[config.mk]
export PLATFORM = sky130hd
export DESIGN_NAME = cmd_reg_buffer
export DESIGN_NICKNAME = d
export VERILOG_FILES = /design/src/rtl/cmdbuf_pkg.sv /design/src/rtl/cmdbuf_mode_reg.sv /design/src/rtl/cmdbuf_ctrl_reg.sv /design/src/rtl/cmdbuf_data_bank.sv /design/src/rtl/cmd_reg_buffer.sv
export SDC_FILE = /design/constraint.sdc
export NUM_CORES = 1
export LEC_CHECK = 0
export BUFFER_PORTS_ARGS = -buffer_cell sky130_fd_sc_hd__buf_2
export CORE_MARGIN = 8
export CORE_UTILIZATION = 44
export DETAILED_ROUTE_END_ITERATION = 7
export GPL_ROUTABILITY_DRIVEN = 1
export HOLD_SLACK_MARGIN = 0.05
export PLACE_DENSITY = 0.86
export SLEW_MARGIN = 20
export SYNTH_ARGS = -nofsm -noshare
export SYNTH_HDL_FRONTEND = slang
export SYNTH_SLANG_ARGS = --single-unit
[constraint.sdc]
create_clock -name clk -period 1.3 [get_ports clk]
set_input_delay 0.13 -clock clk [delete_from_list [all_inputs] [get_ports clk]]
set_output_delay 0.13 -clock clk [all_outputs]
set_load 0.02 [all_outputs]
[src/rtl/cmdbuf_pkg.sv]
package cmdbuf_pkg;

  typedef enum logic [1:0] {
    MODE_SINGLE = 2'd0,
    MODE_DUAL_A = 2'd1,
    MODE_DUAL_B = 2'd2
  } mode_e;

  function automatic mode_e decode_mode(input logic dual, input logic alt);
    if (!dual)   return MODE_SINGLE;
    else if (alt) return MODE_DUAL_B;
    else          return MODE_DUAL_A;
  endfunction

  // Lane occupancy per arrangement. The control positions remove lanes
  // from the data set, and the narrow arrangements cut the set to `narrow` lanes.
  function automatic logic lane_used(input mode_e m, input int lane,
                                     input int narrow, input int cke_l,
                                     input int odt_l, input int cs_l,
                                     input int alt_odt_l, input int alt_cke_l);
    logic fixed_ctl;
    fixed_ctl = (lane == cke_l) || (lane == odt_l);
    case (m)
      MODE_SINGLE: return !fixed_ctl && (lane != cs_l);
      MODE_DUAL_A: return (lane < narrow) && !fixed_ctl && (lane != cs_l);
      MODE_DUAL_B: return (lane < narrow) && (lane != cs_l) &&
                          (lane != alt_odt_l) && (lane != alt_cke_l);
      default:     return 1'b0;
    endcase
  endfunction

endpackage

[src/rtl/cmdbuf_mode_reg.sv]
module cmdbuf_mode_reg
  import cmdbuf_pkg::*;
(
  input  logic  clk,
  input  logic  rst_n,
  input  mode_e mode_now,
  output mode_e mode_q
);

  always_ff @(posedge clk or negedge rst_n) begin
    if (!rst_n) mode_q <= MODE_SINGLE;
    else        mode_q <= mode_now;
  end

endmodule

[src/rtl/cmdbuf_ctrl_reg.sv]
module cmdbuf_ctrl_reg (
  input  logic clk,
  input  logic rst_n,
  input  logic cs_dimm_n,
  input  logic odt_in,
  input  logic cke_in,
  output logic cs_q,
  output logic odt_q,
  output logic cke_q
);

  // Never gated by the selects.
  always_ff @(posedge clk or negedge rst_n) begin
    if (!rst_n) begin
      cs_q  <= 1'b0;
      odt_q <= 1'b0;
      cke_q <= 1'b0;
    end else begin
      cs_q  <= cs_dimm_n;
      odt_q <= odt_in;
      cke_q <= cke_in;
    end
  end

endmodule

[src/rtl/cmdbuf_data_bank.sv]
module cmdbuf_data_bank
  import cmdbuf_pkg::*;
#(
  parameter int WIDE      = 25,
  parameter int NARROW    = 14,
  parameter int CKE_LANE  = 0,
  parameter int ODT_LANE  = 3,
  parameter int CS_LANE   = 6,
  parameter int ALT_ODT   = 10,
  parameter int ALT_CKE   = 13
) (
  input  logic            clk,
  input  logic            rst_n,
  input  logic            load_en,
  input  mode_e           mode_now,
  input  mode_e           mode_q,
  input  logic [WIDE-1:0] d_in,
  output logic [WIDE-1:0] q_a,
  output logic [NARROW-1:0] q_b
);

  logic [WIDE-1:0] store_q;

  for (genvar i = 0; i < WIDE; i++) begin : g_lane
    logic use_now, use_out;
    assign use_now = lane_used(mode_now, i, NARROW, CKE_LANE, ODT_LANE,
                               CS_LANE, ALT_ODT, ALT_CKE);
    assign use_out = lane_used(mode_q, i, NARROW, CKE_LANE, ODT_LANE,
                               CS_LANE, ALT_ODT, ALT_CKE);

    always_ff @(posedge clk or negedge rst_n) begin
      if (!rst_n)       store_q[i] <= 1'b0;
      else if (load_en) store_q[i] <= d_in[i] & use_now;
    end

    assign q_a[i] = store_q[i] & use_out;
  end

  for (genvar j = 0; j < NARROW; j++) begin : g_copy
    assign q_b[j] = (mode_q != MODE_SINGLE) & q_a[j];
  end

endmodule

[src/rtl/cmd_reg_buffer.sv]
module cmd_reg_buffer
  import cmdbuf_pkg::*;
#(
  parameter int WIDE   = 25,
  parameter int NARROW = 14
) (
  input  logic              clk,
  input  logic              rst_n,
  input  logic              cfg_dual,
  input  logic              cfg_alt,
  input  logic              cs_dimm_n,
  input  logic              cs_rank_n,
  input  logic              odt_in,
  input  logic              cke_in,
  input  logic [WIDE-1:0]   d_in,
  output logic [WIDE-1:0]   q_a,
  output logic [NARROW-1:0] q_b,
  output logic              cs_q,
  output logic              odt_q,
  output logic              cke_q
);

  mode_e mode_now, mode_q;
  logic  load_en;

  assign mode_now = decode_mode(cfg_dual, cfg_alt);
  assign load_en  = !(cs_dimm_n && cs_rank_n);

  cmdbuf_mode_reg u_mode (
    .clk(clk), .rst_n(rst_n), .mode_now(mode_now), .mode_q(mode_q)
  );

  cmdbuf_ctrl_reg u_ctrl (
    .clk(clk), .rst_n(rst_n), .cs_dimm_n(cs_dimm_n), .odt_in(odt_in),
    .cke_in(cke_in), .cs_q(cs_q), .odt_q(odt_q), .cke_q(cke_q)
  );

  cmdbuf_data_bank #(.WIDE(WIDE), .NARROW(NARROW)) u_bank (
    .clk(clk), .rst_n(rst_n), .load_en(load_en), .mode_now(mode_now),
    .mode_q(mode_q), .d_in(d_in), .q_a(q_a), .q_b(q_b)
  );

endmodule

==> impl_metrics.py, run 1 <==
metrics = {
    "critical_path": {
        "critPathLaunchType": "register",
        "startpoint": "u_mode.mode_q[1]$_DFF_PN0_",
        "worstReg2RegStart": "u_bank.store_q[4]$_DFFE_PN0N_",
        "worstSetupPathType": "register to output pin",
        "worstSetupEndpointType": "output pin",
        "cp.required_ns": 1.17,
        "arrival_ns": 1.46,
        "path_max_fanout": 9,
    },
    "floorplan": {
        "start_util_pct": 46.7,
        "dieWidth_um": 73.2,
        "rows": 20,
        "die_area_sq_um": 5350,
        "fp.dieH_um": 73.2,
        "core_sq_um": 3080,
        "ioPinCount": 75,
    },
    "outcome": {
        "violations": "setup timing",
        "status": "finished with violations",
    },
    "place": {
        "dpl_cell_area_sq_um": 1840,
        "pre_cts_slack_ns": 0.0246,
        "dp.final_hpwl_um": 2740,
        "place.gp.congestion": 0.727,
        "portBuffers": 71,
        "placedCellCount": 248,
    },
    "timing": {
        "layout_min_cycle_time_ns": 1.59,
        "fin_worst_skew_ns": 0,
        "fmax_mhz": 628,
        "tightest_slew_ns": 0.520,
        "rsz0062_at_grt": "yes",
        "finalSetupViolCount": 37,
        "totalNegativeSetupSlack_ns": -7.86,
        "fin_ws_ns": -0.292,
        "maxSlewViolCount": 0,
        "finalHoldViolations": 0,
        "slew_headroom_pct": 65.4,
        "period_share_pct": 122,
    },
    "synthesis": {
        "synth_compound_area_share_pct": 6.27,
        "yosysTopAreaCellShare_pct": 50.5,
        "syn_area_sq_um": 1440,
        "synth_edf_count": 0,
        "yosysTopAreaCell": "dfrtp_1",
        "synth.most_common_cell": "and2_1",
        "synth_cells": 135,
        "synthArstFlopShare_pct": 100,
        "synth_commonest_cells": "31 x and2_1, 29 x dfrtp_1, 15 x nand3_1, 11 x nand2b_1, 10 x o21ai_1",
        "synth.avg_cell_area_sq_um": 10.6,
        "ys_seq_area_share_pct": 50.5,
        "synthXorXnorAreaFrac_pct": 1.13,
        "synth_area_leaders": "dfrtp_1 50%, and2_1 13%, nand3_1 5.2%",
        "muxShareOfSynthArea_pct": 8.09,
        "ys_warn_count": 0,
        "ys_ff_latch": 29,
        "yosys.area_share.adder_pct": 0,
        "synth_top_family_by_area": "simple AND/OR/NAND/NOR gates",
        "synthDistinctLibCells": 21,
        "synthSimpleGateAreaFrac_pct": 29.2,
        "ys.flop_type": "dfrtp_1",
    },
    "clock_network": {
        "cts_tree": "done",
        "htree_levels": 2,
        "clkTransAtPathRegs_ns": 0.10,
        "clock_path_buffers": 2,
        "cts.sinks": 29,
        "root_buffer": "clkbuf_4",
        "insertion_delay_ns": 0.33,
        "numCtsBuffers": 5,
    },
    "flow_run": {
        "drv_cap": 0,
    },
    "global_routing": {
        "grt_max_degree": 30,
        "grt_pass1_vias": 1424,
        "track_usage_pct": 18.3,
        "antenna_found_initial": 0,
        "grt_overflow": 0,
        "grt_pass1_wl_um": 7480,
    },
    "drt": {
        "wl_um": 5190,
        "post-route-drc-count": 0,
        "drt-initial-drc-count": 105,
        "ant_nets": 0,
        "dr.pass1.iters": 4,
        "vias": 1426,
        "post_drt_wl_per_cell_um": 18.2,
        "viasPerCell": 5.00,
    },
    "finish": {
        "design_area_sq_um": 2400,
        "fin_util_pct": 77.9,
        "final_nets": 273,
        "drive_gt1_share_pct": 45.2,
        "fin_cells": 285,
        "syn_to_final_growth_pct": 66.8,
        "fillCellCount": 197,
        "antenna_cells": 0,
    },
    "power": {
        "powerDensity_nw_per_um2": 956,
        "leakage_uw": 0.00118,
        "ir_drop_uv": 619,
    },
    "worst_hold_path": {
        "hp-class": "input pin to register",
        "hold_path_startpoint": "d_in[18]",
    },
}
-- worst paths after layout --
kind	end	slack (ns)	cells after the start
min	u_bank.store_q[18]$_DFFE_PN0N_	0.07	3
max reg2reg	u_bank.store_q[4]$_DFFE_PN0N_	0.47	1
min reg2reg	u_bank.store_q[14]$_DFFE_PN0N_	0.50	2
max	q_b[1]	-0.29	3
max in group asynchronous	u_mode.mode_q[0]$_DFF_PN0_	0.62	3
min in group asynchronous	u_bank.store_q[9]$_DFFE_PN0N_	0.38	3
-- where the power goes --
| group | leakage (uW) | switching (uW) | total [uW] | internal [uW] |
|---|---|---|---|---|
| clock network | 0.0000413 | 307 | 620 | 313 |
| logic | 0.000783 | 324 | 653 | 329 |
| registers | 0.000357 | 51.8 | 1020 | 967 |
| total | 0.00118 | 683 | 2290 | 1610 |
-- kinds of logic (layout without fill, tap and decap cells) --
| logic type | count (synthesis) | in the layout |
|---|---|---|
| AO/OA/AOI/OAI | 16 | 16 |
| buffers and inverters | 10 | 115 |
| multiplexers | 9 | 9 |
| AND/OR/NAND/NOR | 69 | 69 |
| other | 1 | 2 |
| XOR/XNOR | 1 | 1 |
| flip-flops | 29 | 29 |
-- placed cells by master, fill, tap and decap left out, drive strengths merged --
cell type,n
nand2,2
conb,2
clkbuf,7
clkinv,1
buf,83
mux2,9
xor2,1
nand2b,11
o21ai,13
dlygate4sd3,24
nor2b,3
and2,31
and3b,6
a22oi,1
nand3,15
a22o,2
nor2,1
dfrtp,29
-- registers in the layout, indices dropped and copies added, names as in the netlist --
signal / cells
u_bank.store_q: 24
u_ctrl.cke_q: 1
u_ctrl.cs_q: 1
u_ctrl.odt_q: 1
u_mode.mode_q: 2
-- final cells by class --
class / instances / area [sq um] / share of cell area (%)
timing repair buffer: 107 / 858 / 35.8
sequential: 29 / 728 / 30.4
multi-input combinational: 97 / 686 / 28.6
clock buffer: 7 / 65.1 / 2.71
tap: 44 / 55.1 / 2.30
clock inverter: 1 / 5.00 / 0.209
-- critical path: stages (launching register included) --
cell	delay, ns
dfrtp_2	0.50
xor2_4	0.27
and2_1	0.23
buf_6	0.14
-- layer usage --
metal / GRT usage (%) / wire (um)
met1: 19.3 / 2050
met2: 31.9 / 2580
met4: 4.00 / 39
met5: 0 / 0
met3: 8.79 / 521
-- stage by stage --
step	hold WS [ns]	power, uW
2_1_floorplan	-0.166	1310
3_3_place_gp	0.155	1480
3_5_place_dp	0.155	1500
4_1_cts	0.0522	2250
5_1_grt	0.0608	2390
6_report	0.0727	2290
-- repair_timing --
action | CTS | global route
endpoints found under the hold margin | 52 | 0
hold buffers | 24 | 0
gates cloned | 0 | 1
setup endpoints to repair | 37 | 37
gates resized for setup | 53 | 15
setup buffers | 2 | 2
Note: power is estimated with default switching activity, not from simulation.
==> run 2: changes to the inputs <==
SYNTH_HIERARCHICAL = 1   (was not set)
==> run 2 against run 1 <==
  * The flow still finishes with violations (setup timing)
  * Via count is 5.4% higher
  * Clock-buffer cell count fell by 1
  * Flip-flop and latch count did not move
  * Largest cell class unchanged
  * Highest routed layer unchanged
==> impl_metrics.py, run 2 <==
metrics = {
    "outcome": {
        "status": "finished with violations",
        "violations": "setup timing",
    },
    "power": {
        "netSwitchingFraction_pct": 32.2,
        "ir_drop_uv": 685,
        "internal-power_uw": 1510,
        "powerDensity_nw_per_um2": 934,
        "p_switching_uw": 718,
        "leakage_uw": 0.00121,
        "seq_power_share_pct": 45.1,
        "pwr-share-comb_pct": 32.3,
        "pwr-share-clk_pct": 22.6,
    },
    "finish": {
        "syn_to_final_growth_pct": 66.8,
        "final_nets": 292,
        "top_register": "u_bank/store_q",
        "fin_util_pct": 77.6,
        "drive_gt1_share_pct": 41.2,
        "most-common-layout-cells": "39 x buf_2, 27 x dfrtp_1, 25 x dlygate4sd3_1",
        "layout_commonest_cell": "buf_2",
        "antenna_cells": 0,
        "largest_reg_flops": 24,
        "fin_cells": 304,
        "largestRegisters": "u_bank/store_q: 24 flops, u_mode/mode_q: 2 flops",
        "fillCellCount": 203,
    },
    "place": {
        "dp.final_hpwl_um": 2740,
        "place.gp.congestion": 0.715,
        "placedCellCount": 268,
        "portBuffers": 71,
    },
    "floorplan": {
        "die_area_sq_um": 5340,
        "ioPinCount": 75,
        "start_util_pct": 46.5,
        "fp.dieH_um": 73.1,
        "core_sq_um": 3080,
        "rows": 20,
        "dieWidth_um": 73.1,
    },
    "synthesis": {
        "synth_edf_count": 0,
        "synthDistinctLibCells": 21,
        "synth.avg_cell_area_sq_um": 8.90,
        "ys_warn_count": 6,
        "ys_seq_area_share_pct": 50.7,
        "yosysTopAreaCellShare_pct": 50.7,
        "ys.flop_type": "dfrtp_1",
        "ys_ff_latch": 29,
        "synth_area_leaders": "dfrtp_1 51%, o22ai_1 9.6%, inv_1 6.3%",
        "synth_cells": 161,
        "synth.most_common_cell": "dfrtp_1",
        "synth_commonest_cells": "29 x dfrtp_1, 24 x inv_1, 23 x nand2_1, 22 x o22ai_1, 12 x and2_1",
        "yosysTopAreaCell": "dfrtp_1",
        "syn_area_sq_um": 1430,
        "synthArstFlopShare_pct": 100,
    },
    "global_routing": {
        "antenna_found_initial": 0,
        "grt_pass1_wl_um": 6870,
        "grt_overflow": 0,
        "grt_max_degree": 30,
        "grt_pass1_vias": 1496,
        "track_usage_pct": 16.6,
    },
    "critical_path": {
        "worstSetupPathType": "register to output pin",
        "cp.required_ns": 1.17,
        "critPathLaunchType": "register",
        "worstSetupEndpointType": "output pin",
        "arrival_ns": 1.43,
        "path_max_fanout": 15,
    },
    "drt": {
        "wl_um": 4720,
        "viasPerCell": 4.94,
        "drt-initial-drc-count": 117,
        "vias": 1503,
        "dr.pass1.iters": 4,
        "post_drt_wl_per_cell_um": 15.5,
        "post-route-drc-count": 0,
        "ant_nets": 0,
    },
    "timing": {
        "layout_min_cycle_time_ns": 1.56,
        "maxSlewViolCount": 0,
        "fin_ws_ns": -0.257,
        "rsz0062_at_grt": "yes",
        "slew_headroom_pct": 57.7,
        "fin_worst_skew_ns": 0,
        "period_share_pct": 120,
        "finalSetupViolCount": 37,
        "tightest_slew_ns": 0.635,
        "holdWs_ns": 0.0594,
        "fmax_mhz": 642,
        "finalHoldViolations": 0,
    },
    "clock_network": {
        "clock_path_buffers": 2,
        "cts_tree": "done",
        "clkTransAtPathRegs_ns": 0.08,
        "root_buffer": "clkbuf_4",
        "cts.sinks": 29,
        "insertion_delay_ns": 0.32,
        "numCtsBuffers": 5,
        "htree_levels": 2,
    },
    "worst_hold_path": {
        "hp-class": "input pin to register",
    },
    "flow_run": {
        "drv_cap": 0,
    },
}
[run 2: changes by cell type in the layout (fill, tap and decap cells not counted), sizes merged, moves of 15 or more]
cell and delta:
inv +24, o22ai +22, nand2 +21, and2 -18, nand3 -15
[run 2: final cells by class]
| class | instances | area, sq um | share of cell area, % |
|---|---|---|---|
| Tap cell | 44 | 55.1 | 2.30 |
| Multi-Input combinational cell | 94 | 618 | 25.9 |
| Clock inverter | 2 | 10.0 | 0.419 |
| Sequential cell | 29 | 728 | 30.5 |
| Clock buffer | 6 | 41.3 | 1.73 |
| Timing Repair Buffer | 105 | 847 | 35.4 |
| Inverter | 24 | 90.1 | 3.77 |
[run 2: through the flow]
stage / total power (uW) / setup TNS [ns] / area (sq um) / setup slack [ns]
3_5_place_dp: 1530 / 0 / 1800 / 0.0890
6_report: 2230 / -6.37 / 2390 / -0.257
4_1_cts: 2190 / -5.70 / 2270 / -0.200
3_3_place_gp: 1520 / 0 / 1800 / 0.130
5_1_grt: 2360 / -8.68 / 2390 / -0.293
2_1_floorplan: 1350 / 0 / 1440 / 0.00437
[run 2: metal layers]
metal / vias up / part of all wire (%) / GRT usage (%)
met4: 0 / 2.5 / 8.89
li1: 721 / - / -
met5: - / 0 / 0
met2: 68 / 52 / 28.1
met1: 701 / 37 / 17.7
met3: 13 / 8.0 / 5.63
[run 2: cells by family (layout without fill, tap and decap cells)]
logic type             Yosys count  count (layout)  synth area share [%]
AND/OR/NAND/NOR                 58              58                  21.1
flip-flops                      29              29                  50.7
buffers and inverters           39             137                  12.6
other                            1               2                 0.262
AO/OA/AOI/OAI                   33              33                  13.4
XOR/XNOR                         1               1                  1.92
[run 2: path summary, 6_finish.rpt]
kind                                                start                              to  slack (ns)  cells after the start
min in group asynchronous                           rst_n          u_ctrl/odt_q$_DFF_PN0_        0.36                      2
hold reg to reg            u_bank/store_q[16]$_DFFE_PN0P_  u_bank/store_q[16]$_DFFE_PN0P_        0.55                      2
max in group asynchronous                           rst_n      u_mode/mode_q[0]$_DFF_PN0_        0.48                      2
hold / removal                                   d_in[17]  u_bank/store_q[17]$_DFFE_PN0P_        0.06                      3
setup reg to reg           u_bank/store_q[24]$_DFFE_PN0P_  u_bank/store_q[24]$_DFFE_PN0P_        0.59                      2
setup / recovery               u_mode/mode_q[1]$_DFF_PN0_                          q_b[0]       -0.26                      3
[run 2: power by group through the flow]
stage | Combinational [uW] | Clock [uW] | Sequential, uW
3_3_place_gp | 503 | 0 | 1020
6_report | 720 | 505 | 1010
3_5_place_dp | 514 | 0 | 1020
4_1_cts | 655 | 527 | 1010
5_1_grt | 773 | 571 | 1010
2_1_floorplan | 335 | 0 | 1020
[run 2: repair_timing]
item                                    in CTS  in global routing
pin swaps                                    3                  1
hold buffers                                25                  0
gates resized for setup                     52                 28
endpoints found under the hold margin       53                  0
buffers inserted                             0                  2
endpoints found under the setup margin      37                 37
cloned                                       1                  0
[run 2: worst max-delay path: stages, from the launching register on]
cell,delay [ns]
dfrtp_2,0.48
buf_8,0.20
nor3b_1,0.22
buf_2,0.21
